[config.mk]
export PLATFORM = sky130hd
export DESIGN_NAME = sdac_front
export DESIGN_NICKNAME = d
export VERILOG_FILES = /design/src/rtl/sdac_front.sv
export SDC_FILE = /design/constraint.sdc
export NUM_CORES = 1
export LEC_CHECK = 0
export ABC_AREA = 1
export BUFFER_PORTS_ARGS = -buffer_cell sky130_fd_sc_hd__buf_2
export CAP_MARGIN = 10
export CORE_ASPECT_RATIO = 1.5
export CORE_MARGIN = 1.5
export CORE_UTILIZATION = 57
export DETAILED_ROUTE_END_ITERATION = 7
export PLACE_DENSITY = 0.8
export SLEW_MARGIN = 20
export SYNTH_ARGS = -nofsm -noshare
export SYNTH_HDL_FRONTEND = slang
export SYNTH_SLANG_ARGS = --single-unit
export TNS_END_PERCENT = 50
[constraint.sdc]
create_clock -name clk -period 1.4 [get_ports clk]
set_input_delay 0.07 -clock clk [delete_from_list [all_inputs] [get_ports clk]]
set_output_delay 0.07 -clock clk [all_outputs]
set_load 0.1 [all_outputs]
[src/rtl/sdac_front.sv]
module sdac_front #(
  parameter int WIDTH = 16
) (
  input  logic             clk,
  input  logic             clr_n,
  input  logic             shift_en_n,
  input  logic             xfer_en_n,
  input  logic             ser_in,
  output logic             ser_out,
  output logic [WIDTH-1:0] conv_word
);
  localparam int MSB = WIDTH - 1;

  logic [WIDTH-1:0] in_reg;
  logic [WIDTH-1:0] in_next;

  assign in_next = shift_en_n ? in_reg : {in_reg[MSB-1:0], ser_in};
  assign ser_out = in_reg[MSB];

  always_ff @(posedge clk or negedge clr_n) begin
    if (!clr_n) begin
      in_reg    <= '0;
      conv_word <= '0;
    end else begin
      in_reg <= in_next;
      if (!xfer_en_n) conv_word <= in_next;
    end
  end


  shift_keeps_latch_chk: assert property (@(posedge clk) disable iff (!clr_n)
    (!shift_en_n && xfer_en_n) |=> $stable(conv_word));


  shift_feeds_msb_chk: assert property (@(posedge clk) disable iff (!clr_n)
    (!shift_en_n) |=> (ser_out == $past(in_reg[MSB-1])));


  transfer_copy_chk: assert property (@(posedge clk) disable iff (!clr_n)
    (shift_en_n && !xfer_en_n) |=> (conv_word == $past(in_reg)));


  idle_hold_chk: assert property (@(posedge clk) disable iff (!clr_n)
    (shift_en_n && xfer_en_n) |=> ($stable(conv_word) && $stable(ser_out)));


  two_wire_track_chk: assert property (@(posedge clk) disable iff (!clr_n)
    (!shift_en_n && !xfer_en_n) |=> (conv_word == in_reg));


  clear_zero_chk: assert property (@(posedge clk)
    (!clr_n) |-> (conv_word == '0 && !ser_out));
endmodule

==> flow_summary_export.csv, run 1 <==
group,metric,value,unit
pwr,leakagePower,0.000805,uW
synth,mappedNetlistNets,158,
worst_setup_path,timing.critical_path.slowest_stage_cell,"sky130_fd_sc_hd__buf_2",
routing,drc_errors,0,
run_status,run_status,"complete, no violations",
die,die-width,43.0,um
global_route,number_of_global_route_vias_before_repair,1017,
timing,hold_violations,0,
timing,finalCritPeriodShare,87.3,%
clock_network,cts_root_buffer,"sky130_fd_sc_hd__clkbuf_4",
timing,max-slew-margin-rel,54.4,%
routing,initialDrtViolationCount,21,
routing,num_vias,1018,
timing,setup_viol_count_final,0,
worst_hold_path,worstHoldPathCells,5,
timing,fin_worst_skew,0.00617,ns
worst_setup_path,cp_num_cells,1,
worst_setup_path,reg2reg_setup_slack,0.60,ns
synth,avgSynthCellArea,8.95,um2
worst_setup_path,end_kind,"output pin",
routing,routed_wirelength,2460,um
global_route,routing_layer_with_the_top_usage_in_global_route,"met2",
die,pin_count,22,
die,die-height,63.0,um
clock_network,insertion_delay,0.33,ns
clock_network,clock_sink_count,32,
clock_network,cts-resized-gates,0,
placement,gp_congestion,0.760,
pwr,totalPowerFinal,2520,uW
timing,unrepaired_setup_endpoints_after_global_routing,"false",
die,die_area,2710,um2
clock_network,cts_inserted_buffers,5,
synth,count_of_cell_types_in_the_netlist,12,
worst_hold_path,timing.hold.worst.class,"in2reg",
global_route,grt.overflow.total,0,
routing,drt_first_pass_iters,4,
worst_setup_path,worstPathArrival,1.15,ns
worst_setup_path,critical_path.max_fanout,2,
clock_network,cts_max_path_buffers,2,
die,placeableCoreArea,2260,um2
timing,upper_clock_frequency_limit,818,MHz
die,initial_core_utilization,60.6,%
worst_setup_path,critPathKind,"reg2out",
global_route,grt_use_met3,5.78,%
die,core.rowCount,21,
synth,synth-seq-cells,32,
run,max_cap_violations,0,
worst_setup_path,path_delay_family,"buffers and inverters",
routing,viasPerCell,5.09,
global_route,met1_usage,22.3,%
placement,place.port_buffers,21,
worst_setup_path,critPathLaunchType,"register",
clock_network,register_clock_pin_slew_on_the_reported_worst_setup_and_hold_paths,0.09,ns
worst_setup_path,crit_buf_inv,1,
timing,setup_tns,0,ns
worst_setup_path,path_cells,"buf_2",
pwr,peakVddDrop,1150,uV
global_route,grt_first_pass_wirelength,4220,um
routing,detail_route.wl_per_cell,12.3,um
synth,seq_area_frac_synth,58.5,%
pwr,power.density,1670,nW/um2
worst_setup_path,worst_path_largest_cell_delay,0.44,ns
worst_setup_path,worst_case_reg_to_reg_path_depth,3,
global_route,antenna_violations_before_repair,0,
global_route,grt_max_degree,33,
clock_network,cts_tree,"built",
final_layout,antenna-diode-count,0,
timing,layout_min_cycle_time,1.22,ns
worst_setup_path,critPathRequiredTime,1.33,ns
timing,timing_worst_slew_pin_value,0.685,ns
timing,final-max-slew-violation-count,0,
synth,post_synth_inst_count,153,
final_layout,areaGrowthSynthToFinish,10.3,%
routing,ant_nets,0,
global_route,grtUsageMet2,36.6,%
global_route,grt_use_total,21.0,%
clock_network,ctsHtreeMaxLevel,2,
final_layout,final_layout_size_suffix_gt1_share,18.1,%
synth,synth_area,1370,um2
placement,place_hpwl,1630,um
synth,ys_warn_count,0,
final_layout,finalNetCount,181,
==> where the power goes <==
part           switching (uW)  internal [uW]
Clock                     296            248
Combinational             717            149
Sequential               54.6           1050
Total                    1070           1450
==> cell type report <==
class	instances	area [um2]
flip-flops and latches	32	801
fillers	198	749
multi-input cells	96	428
repair buffers	22	115
inverters	19	78.8
clock buffers	8	58.8
well taps	23	28.8
==> cells by family after synthesis <==
group | Yosys count | synth area share [%]
and+or+nand+nor | 96 | 31.3
DFF | 32 | 58.5
buffers and inverters | 25 | 10.2
==> final timing paths <==
check                        startpoint           end
max                        conv_word[1]  conv_word[1]
min                              ser_in  conv_word[0]
max reg2reg                   in_reg[1]     in_reg[1]
min reg2reg                conv_word[5]  conv_word[5]
max in group asynchronous         clr_n    in_reg[15]
min in group asynchronous         clr_n     in_reg[8]
==> repair_timing <==
action                                 CTS  global route
endpoints found under the hold margin   32             0
buffers inserted                         0             0
hold buffers                             1             0
==> layer usage <==
layer / up-vias / routed length (um)
li1: 502 / -
met5: - / 0
met1: 485 / 1040
met4: 0 / 48
met2: 24 / 1270
met3: 7 / 96
==> synth_stat cells, drive strengths merged <==
master,number,area share (%)
dfrtp,32,59
nand2,64,18
buf,6,4.5
nand3,16,5.9
inv,19,5.8
and2,16,7.3
==> placed cells by master (no fill, tap or decap) <==
cell / Yosys / layout
sky130_fd_sc_hd__inv_6: 1 / 1
sky130_fd_sc_hd__nand2_1: 61 / 61
sky130_fd_sc_hd__clkbuf_1: 0 / 2
sky130_fd_sc_hd__inv_4: 1 / 1
sky130_fd_sc_hd__dfrtp_1: 32 / 32
sky130_fd_sc_hd__nand2_2: 3 / 3
sky130_fd_sc_hd__and2_1: 16 / 16
sky130_fd_sc_hd__clkbuf_4: 0 / 5
sky130_fd_sc_hd__clkbuf_8: 0 / 1
sky130_fd_sc_hd__nand3_1: 16 / 16
sky130_fd_sc_hd__dlygate4sd3_1: 0 / 1
sky130_fd_sc_hd__buf_2: 1 / 21
sky130_fd_sc_hd__inv_1: 17 / 17
==> through the flow <==
stage | setup WS [ns] | instances | util (%) | area, um2 | hold WS (ns)
global route | 0.149 | 200 | 66.8 | 1510 | 0.0573
global placement | 0.562 | 191 | 63.8 | 1440 | 0.141
floorplan | 0.144 | 153 | - | 1370 | -0.226
CTS | 0.178 | 200 | 66.8 | 1510 | 0.0424
finish | 0.178 | 200 | 66.8 | 1510 | 0.0608
detailed placement | 0.543 | 191 | 63.8 | 1440 | 0.157
(Power assumes the default switching activity.)
==> inputs of run 2 (changes only) <==
CELL_PAD_IN_SITES_DETAIL_PLACEMENT = 0   (was not set)
CELL_PAD_IN_SITES_GLOBAL_PLACEMENT = 1   (was not set)
CORE_UTILIZATION = 44   (was 57)
GPL_ROUTABILITY_DRIVEN = 0   (was not set)
PLACE_DENSITY = not set   (was 0.8)
PLACE_DENSITY_LB_ADDON = 0.1   (was not set)
==> flow_summary_export.csv, run 2 (synthesis results as in run 1) <==
group,metric,value,unit
die,die-height,71.3,um
timing,finalCritPeriodShare,80.5,%
final_layout,antenna-diode-count,0,
worst_setup_path,end_kind,"output pin",
final_layout,final_cells,218,
timing,setup_viol_count_final,0,
die,die_area,3460,um2
timing,setup_tns,0,ns
clock_network,cts_max_path_buffers,2,
routing,num_vias,974,
clock_network,insertion_delay,0.27,ns
placement,placed_cells,209,
worst_setup_path,critical_path.max_fanout,2,
worst_setup_path,path_delay_family,"buffers and inverters",
global_route,antenna_violations_before_repair,0,
worst_hold_path,timing.hold.worst.class,"in2reg",
final_layout,most-common-layout-cells,"61 x sky130_fd_sc_hd__nand2_1, 32 x sky130_fd_sc_hd__dfrtp_1, 21 x sky130_fd_sc_hd__buf_2",
global_route,grt_max_degree,33,
routing,drt_first_pass_iters,4,
routing,drc_errors,0,
clock_network,cts-resized-gates,0,
clock_network,cts_root_buffer,"sky130_fd_sc_hd__clkbuf_8",
routing,detail_route.wl_per_cell,11.2,um
die,placeableCoreArea,2940,um2
clock_network,register_clock_pin_slew_on_the_reported_worst_setup_and_hold_paths,0.06,ns
timing,unrepaired_setup_endpoints_after_global_routing,"false",
routing,viasPerCell,4.47,
worst_setup_path,crit_buf_inv,1,
global_route,grt.overflow.total,0,
timing,layout_min_cycle_time,1.13,ns
clock_network,cts_tree,"built",
worst_setup_path,critPathRequiredTime,1.33,ns
clock_network,clock_sink_count,32,
placement,place_hpwl,1650,um
worst_setup_path,timing.critical_path.slowest_stage_cell,"sky130_fd_sc_hd__buf_2",
timing,upper_clock_frequency_limit,888,MHz
pwr,power.density,1700,nW/um2
routing,routed_wirelength,2450,um
clock_network,cts_inserted_buffers,5,
global_route,number_of_global_route_vias_before_repair,1006,
die,core.rowCount,24,
pwr,totalPowerFinal,2680,uW
timing,final-max-slew-violation-count,0,
pwr,peakVddDrop,795,uV
worst_setup_path,worst_path_largest_cell_delay,0.43,ns
placement,place.port_buffers,21,
die,initial_core_utilization,46.5,%
pwr,leakagePower,0.000828,uW
timing,fin_worst_skew,0.000891,ns
worst_setup_path,path_cells,"buf_2",
final_layout,layout_commonest_cell,"sky130_fd_sc_hd__nand2_1",
timing,timing_worst_slew_pin_value,0.486,ns
worst_setup_path,critPathLaunchType,"register",
clock_network,ctsHtreeMaxLevel,2,
die,pin_count,22,
routing,ant_nets,0,
run,max_cap_violations,0,
timing,max-slew-margin-rel,67.8,%
run_status,run_status,"complete, no violations",
global_route,grt_use_total,17.3,%
final_layout,final_layout_size_suffix_gt1_share,19.0,%
die,die-width,48.5,um
final_layout,finalNetCount,183,
worst_setup_path,critPathKind,"reg2out",
timing,hold_violations,0,
final_layout,areaGrowthSynthToFinish,15.2,%
routing,initialDrtViolationCount,25,
global_route,grt_first_pass_wirelength,4500,um
worst_setup_path,worstPathArrival,1.06,ns
-- run 2: changes by cell type in the layout (fill, tap and decap cells not counted) --
cell / before / now
sky130_fd_sc_hd__clkbuf_4: 5 / 0
sky130_fd_sc_hd__clkbuf_8: 1 / 6
sky130_fd_sc_hd__buf_4: 0 / 2
-- run 2: power by group --
part	leakage [uW]	internal (uW)	switching, uW
registers	0.000337	1060	49.7
clock network	0.0000455	400	303
logic	0.000445	153	715
total	0.000828	1610	1070
-- run 2: final timing paths --
path / startpoint / to / slack, ns / depth (start not counted)
max in group asynchronous: clr_n / in_reg[2] / 0.77 / 3
min in group asynchronous: clr_n / conv_word[11] / 0.35 / 3
max: conv_word[10] / conv_word[10] / 0.27 / 1
max reg2reg: in_reg[2] / in_reg[2] / 0.61 / 3
min reg2reg: conv_word[11] / conv_word[11] / 0.47 / 2
min: ser_in / in_reg[0] / 0.12 / 4
-- run 2: area by class of cell --
| type | instances | area (um2) |
|---|---|---|
| clock buffer | 8 | 90.1 |
| fill | 311 | 1370 |
| inverter | 19 | 78.8 |
| multi-input combinational | 96 | 428 |
| sequential | 32 | 801 |
| tap | 39 | 48.8 |
| timing repair buffer | 24 | 130 |
-- run 2: repair_timing --
item                                   4_1_cts  5_1_grt
hold buffers                                 1        0
setup buffers                                0        0
endpoints found under the hold margin       32        0
-- run 2: metrics by stage --
step           setup WS [ns]  hold WS (ns)  cell area [um2]  util (%)
2_1_floorplan          0.144        -0.226             1370         -
3_5_place_dp           0.557         0.116             1480      50.2
6_report               0.273         0.116             1580      53.6
3_3_place_gp           0.573         0.114             1480      50.2
4_1_cts                0.257         0.108             1580      53.6
5_1_grt                0.238         0.157             1580      53.6
-- run 2: per-layer routing --
layer / global-route usage, % / share of wire, % / routed length, um / vias up
met4: 10.5 / 2.3 / 57 / 0
met1: 20.9 / 44 / 1080 / 450
met5: 0 / 0 / 0 / -
met2: 29.0 / 51 / 1240 / 16
li1: - / - / - / 503
met3: 3.13 / 2.9 / 71 / 5
==> inputs of run 3 (changes only) <==
ABC_AREA = 0   (was 1)
CORE_UTILIZATION = 45   (was 44)
clock period = 1.1 ns   (was 1.4 ns; I/O delays follow)
==> flow_summary_export.csv, run 3 <==
group,metric,value,unit
synth,ys_warn_count,0,
worst_setup_path,worst_path_largest_cell_delay,0.48,ns
die,die_area,3090,um2
placement,placed_cell_area,1660,um2
routing,initialDrtViolationCount,8,
routing,viasPerCell,4.88,
synth,synth-seq-cells,32,
final_layout,fillers,208,
clock_network,ctsHtreeMaxLevel,2,
synth,async_reset_ff_share,100,%
die,core.rowCount,23,
worst_setup_path,critPathRequiredTime,1.27,ns
worst_setup_path,end_kind,"register",
routing,ant_nets,0,
worst_setup_path,path_cells,"mux2_4 -> mux2_2",
global_route,antenna_violations_before_repair,0,
worst_setup_path,worst_case_reg_to_reg_path_depth,2,
run_status,run_status,"finished with violations",
clock_network,register_clock_pin_slew_on_the_reported_worst_setup_and_hold_paths,0.06,ns
synth,post_synth_most_frequent_cells,"32 x sky130_fd_sc_hd__dfrtp_1, 22 x sky130_fd_sc_hd__mux2_2, 10 x sky130_fd_sc_hd__mux2_4, 2 x sky130_fd_sc_hd__buf_2",
synth,synth_top_cell_by_area,"sky130_fd_sc_hd__dfrtp_1",
run,max_cap_violations,0,
clock_network,clock_sink_count,32,
final_layout,antenna-diode-count,0,
synth,seq_area_frac_synth,64.6,%
die,die-width,45.9,um
global_route,grt.overflow.total,0,
final_layout,finalNetCount,101,
timing,max-slew-margin-rel,73.9,%
worst_hold_path,worstHoldPathCells,2,
final_layout,ff_latch_area,812,um2
global_route,grt_use_total,16.3,%
routing,num_vias,654,
die,die-height,67.3,um
die,pin_count,22,
clock_network,cts_root_buffer,"sky130_fd_sc_hd__clkbuf_8",
clock_network,insertion_delay,0.28,ns
global_route,number_of_global_route_vias_before_repair,751,
worst_hold_path,holdCritStartpoint,"ser_in",
run_status,violations_in_the_final_reports,"setup timing",
synth,avgSynthCellArea,18.2,um2
timing,fin_worst_skew,0.00269,ns
routing,detail_route.wl_per_cell,14.4,um
worst_setup_path,path_delay_family,"multiplexers",
worst_setup_path,critPathKind,"reg2reg",
worst_setup_path,reg2reg_setup_slack,-0.02,ns
placement,post-place-ws,-0.00342,ns
global_route,grt_first_pass_wirelength,3400,um
synth,synth_flop_cell,"sky130_fd_sc_hd__dfrtp_1",
worst_setup_path,r2r_end,"conv_word[15]",
timing,unrepaired_setup_endpoints_after_global_routing,"true",
synth,post_synth_inst_count,68,
synth,post-synth-top-count-cell,"sky130_fd_sc_hd__dfrtp_1",
clock_network,cts_max_path_buffers,2,
final_layout,final_cell_area,1760,um2
clock_network,number_of_setup_buffers_added_after_cts,0,
timing,final-max-slew-violation-count,0,
worst_hold_path,hold-path-endpoint,"in_reg[0]",
worst_hold_path,timing.hold.worst.class,"in2reg",
synth,synthTopCellsByArea,"sky130_fd_sc_hd__dfrtp_1 65%, sky130_fd_sc_hd__mux2_2 20%, sky130_fd_sc_hd__mux2_4 12%",
routing,routed_wirelength,1930,um
die,initial_core_utilization,46.8,%
final_layout,final_layout_size_suffix_gt1_share,71.1,%
placement,place_hpwl,1250,um
final_layout,multi_input_area,402,um2
synth,synth_area,1240,um2
final_layout,layout_commonest_cell,"sky130_fd_sc_hd__dfrtp_1",
worst_setup_path,timing.critical_path.slowest_stage_cell,"sky130_fd_sc_hd__dfrtp_4",
synth,mappedNetlistNets,73,
timing,setup_viol_count_final,1,
timing,hold_violations,0,
global_route,grt_max_degree,18,
synth,count_of_cell_types_in_the_netlist,6,
die,placeableCoreArea,2650,um2
worst_setup_path,critPathLaunch,"in_reg[15]",
worst_setup_path,worstPathArrival,1.29,ns
timing,layout_min_cycle_time,1.12,ns
timing,timing.final.ws_setup,-0.0178,ns
worst_setup_path,critical_path.max_fanout,2,
timing,upper_clock_frequency_limit,895,MHz
timing,finalCritPeriodShare,102,%
worst_setup_path,critPathLaunchType,"register",
routing,drt_first_pass_iters,2,
clock_network,cts_inserted_buffers,5,
synth,synth_top_cell_area_share,64.6,%
synth,number_of_enable_flip_flop_cells_after_synthesis,0,
timing,setup_tns,-0.0178,ns
final_layout,areaGrowthSynthToFinish,41.9,%
routing,drc_errors,0,
placement,place.port_buffers,21,
clock_network,cts_tree,"built",
worst_setup_path,crit_buf_inv,0,
timing,timing_worst_slew_pin_value,0.391,ns
final_layout,most-common-layout-cells,"25 x sky130_fd_sc_hd__dfrtp_1, 21 x sky130_fd_sc_hd__mux2_2, 18 x sky130_fd_sc_hd__buf_12",
worst_setup_path,worstReg2RegStart,"in_reg[15]",
==> run 3: cell types whose count changed after synthesis, sizes merged <==
cell   before  now
inv        19    0
nand3      16    0
nand2      64    0
buf         6    4
and2       16    0
mux2        0   32
==> run 3: what timing repair did <==
action / CTS / global route
resized for setup: 1 / 0
hold endpoints to repair: 16 / 0
hold buffers: 1 / 0
gates cloned: 0 / 0
setup endpoints to repair: 2 / 2
==> run 3: stage by stage <==
stage                     instances  utilization, %  hold slack [ns]
after detailed placement        125            62.5         -0.00595
after global routing            134            66.4           0.0391
after CTS                       134            66.4           0.0275
after global placement          125            62.5          -0.0144
after floorplan                  68               -           -0.241
final                           134            66.4           0.0325
==> run 3: routing by layer <==
layer	up-vias	part of all wire, %	global-route usage [%]
met5	-	0	0
met4	0	3.3	10.7
met1	341	39	18.2
met2	18	53	24.7
met3	6	4.9	6.68
li1	289	-	-
==> run 3: worst max-delay path by stage <==
stage                    end  slack (ns)  cells after the start
2_1_floorplan  conv_word[15]       -0.18                      2
3_3_place_gp   conv_word[15]        0.01                      2
3_5_place_dp   conv_word[15]      -0.003                      2
4_1_cts        conv_word[15]       -0.02                      2
5_1_grt        conv_word[15]       -0.04                      2
6_report       conv_word[15]       -0.02                      2
==> run 3: cell families (layout without fill, tap and decap cells) <==
| group | count (synthesis) | in the layout | share of synthesized area (%) |
|---|---|---|---|
| mux | 32 | 32 | 32.1 |
| flops | 32 | 32 | 64.6 |
| buf+inv | 4 | 33 | 3.33 |
==> run 3: worst reg2reg max path: stages (launching register included) <==
cell and delay, ns:
sky130_fd_sc_hd__dfrtp_4 0.48, sky130_fd_sc_hd__mux2_4 0.27, sky130_fd_sc_hd__mux2_2 0.26
==> run 3: layout make-up <==
class	count	area share (%)
clock buffer	8	5.12
multi-input combinational	32	22.8
sequential	32	46.2
tap	37	2.63
timing repair buffer	25	23.3
Power of run 3 is not shown: default switching activity piles up to over one toggle a cycle in this logic, so the estimate is an artifact.
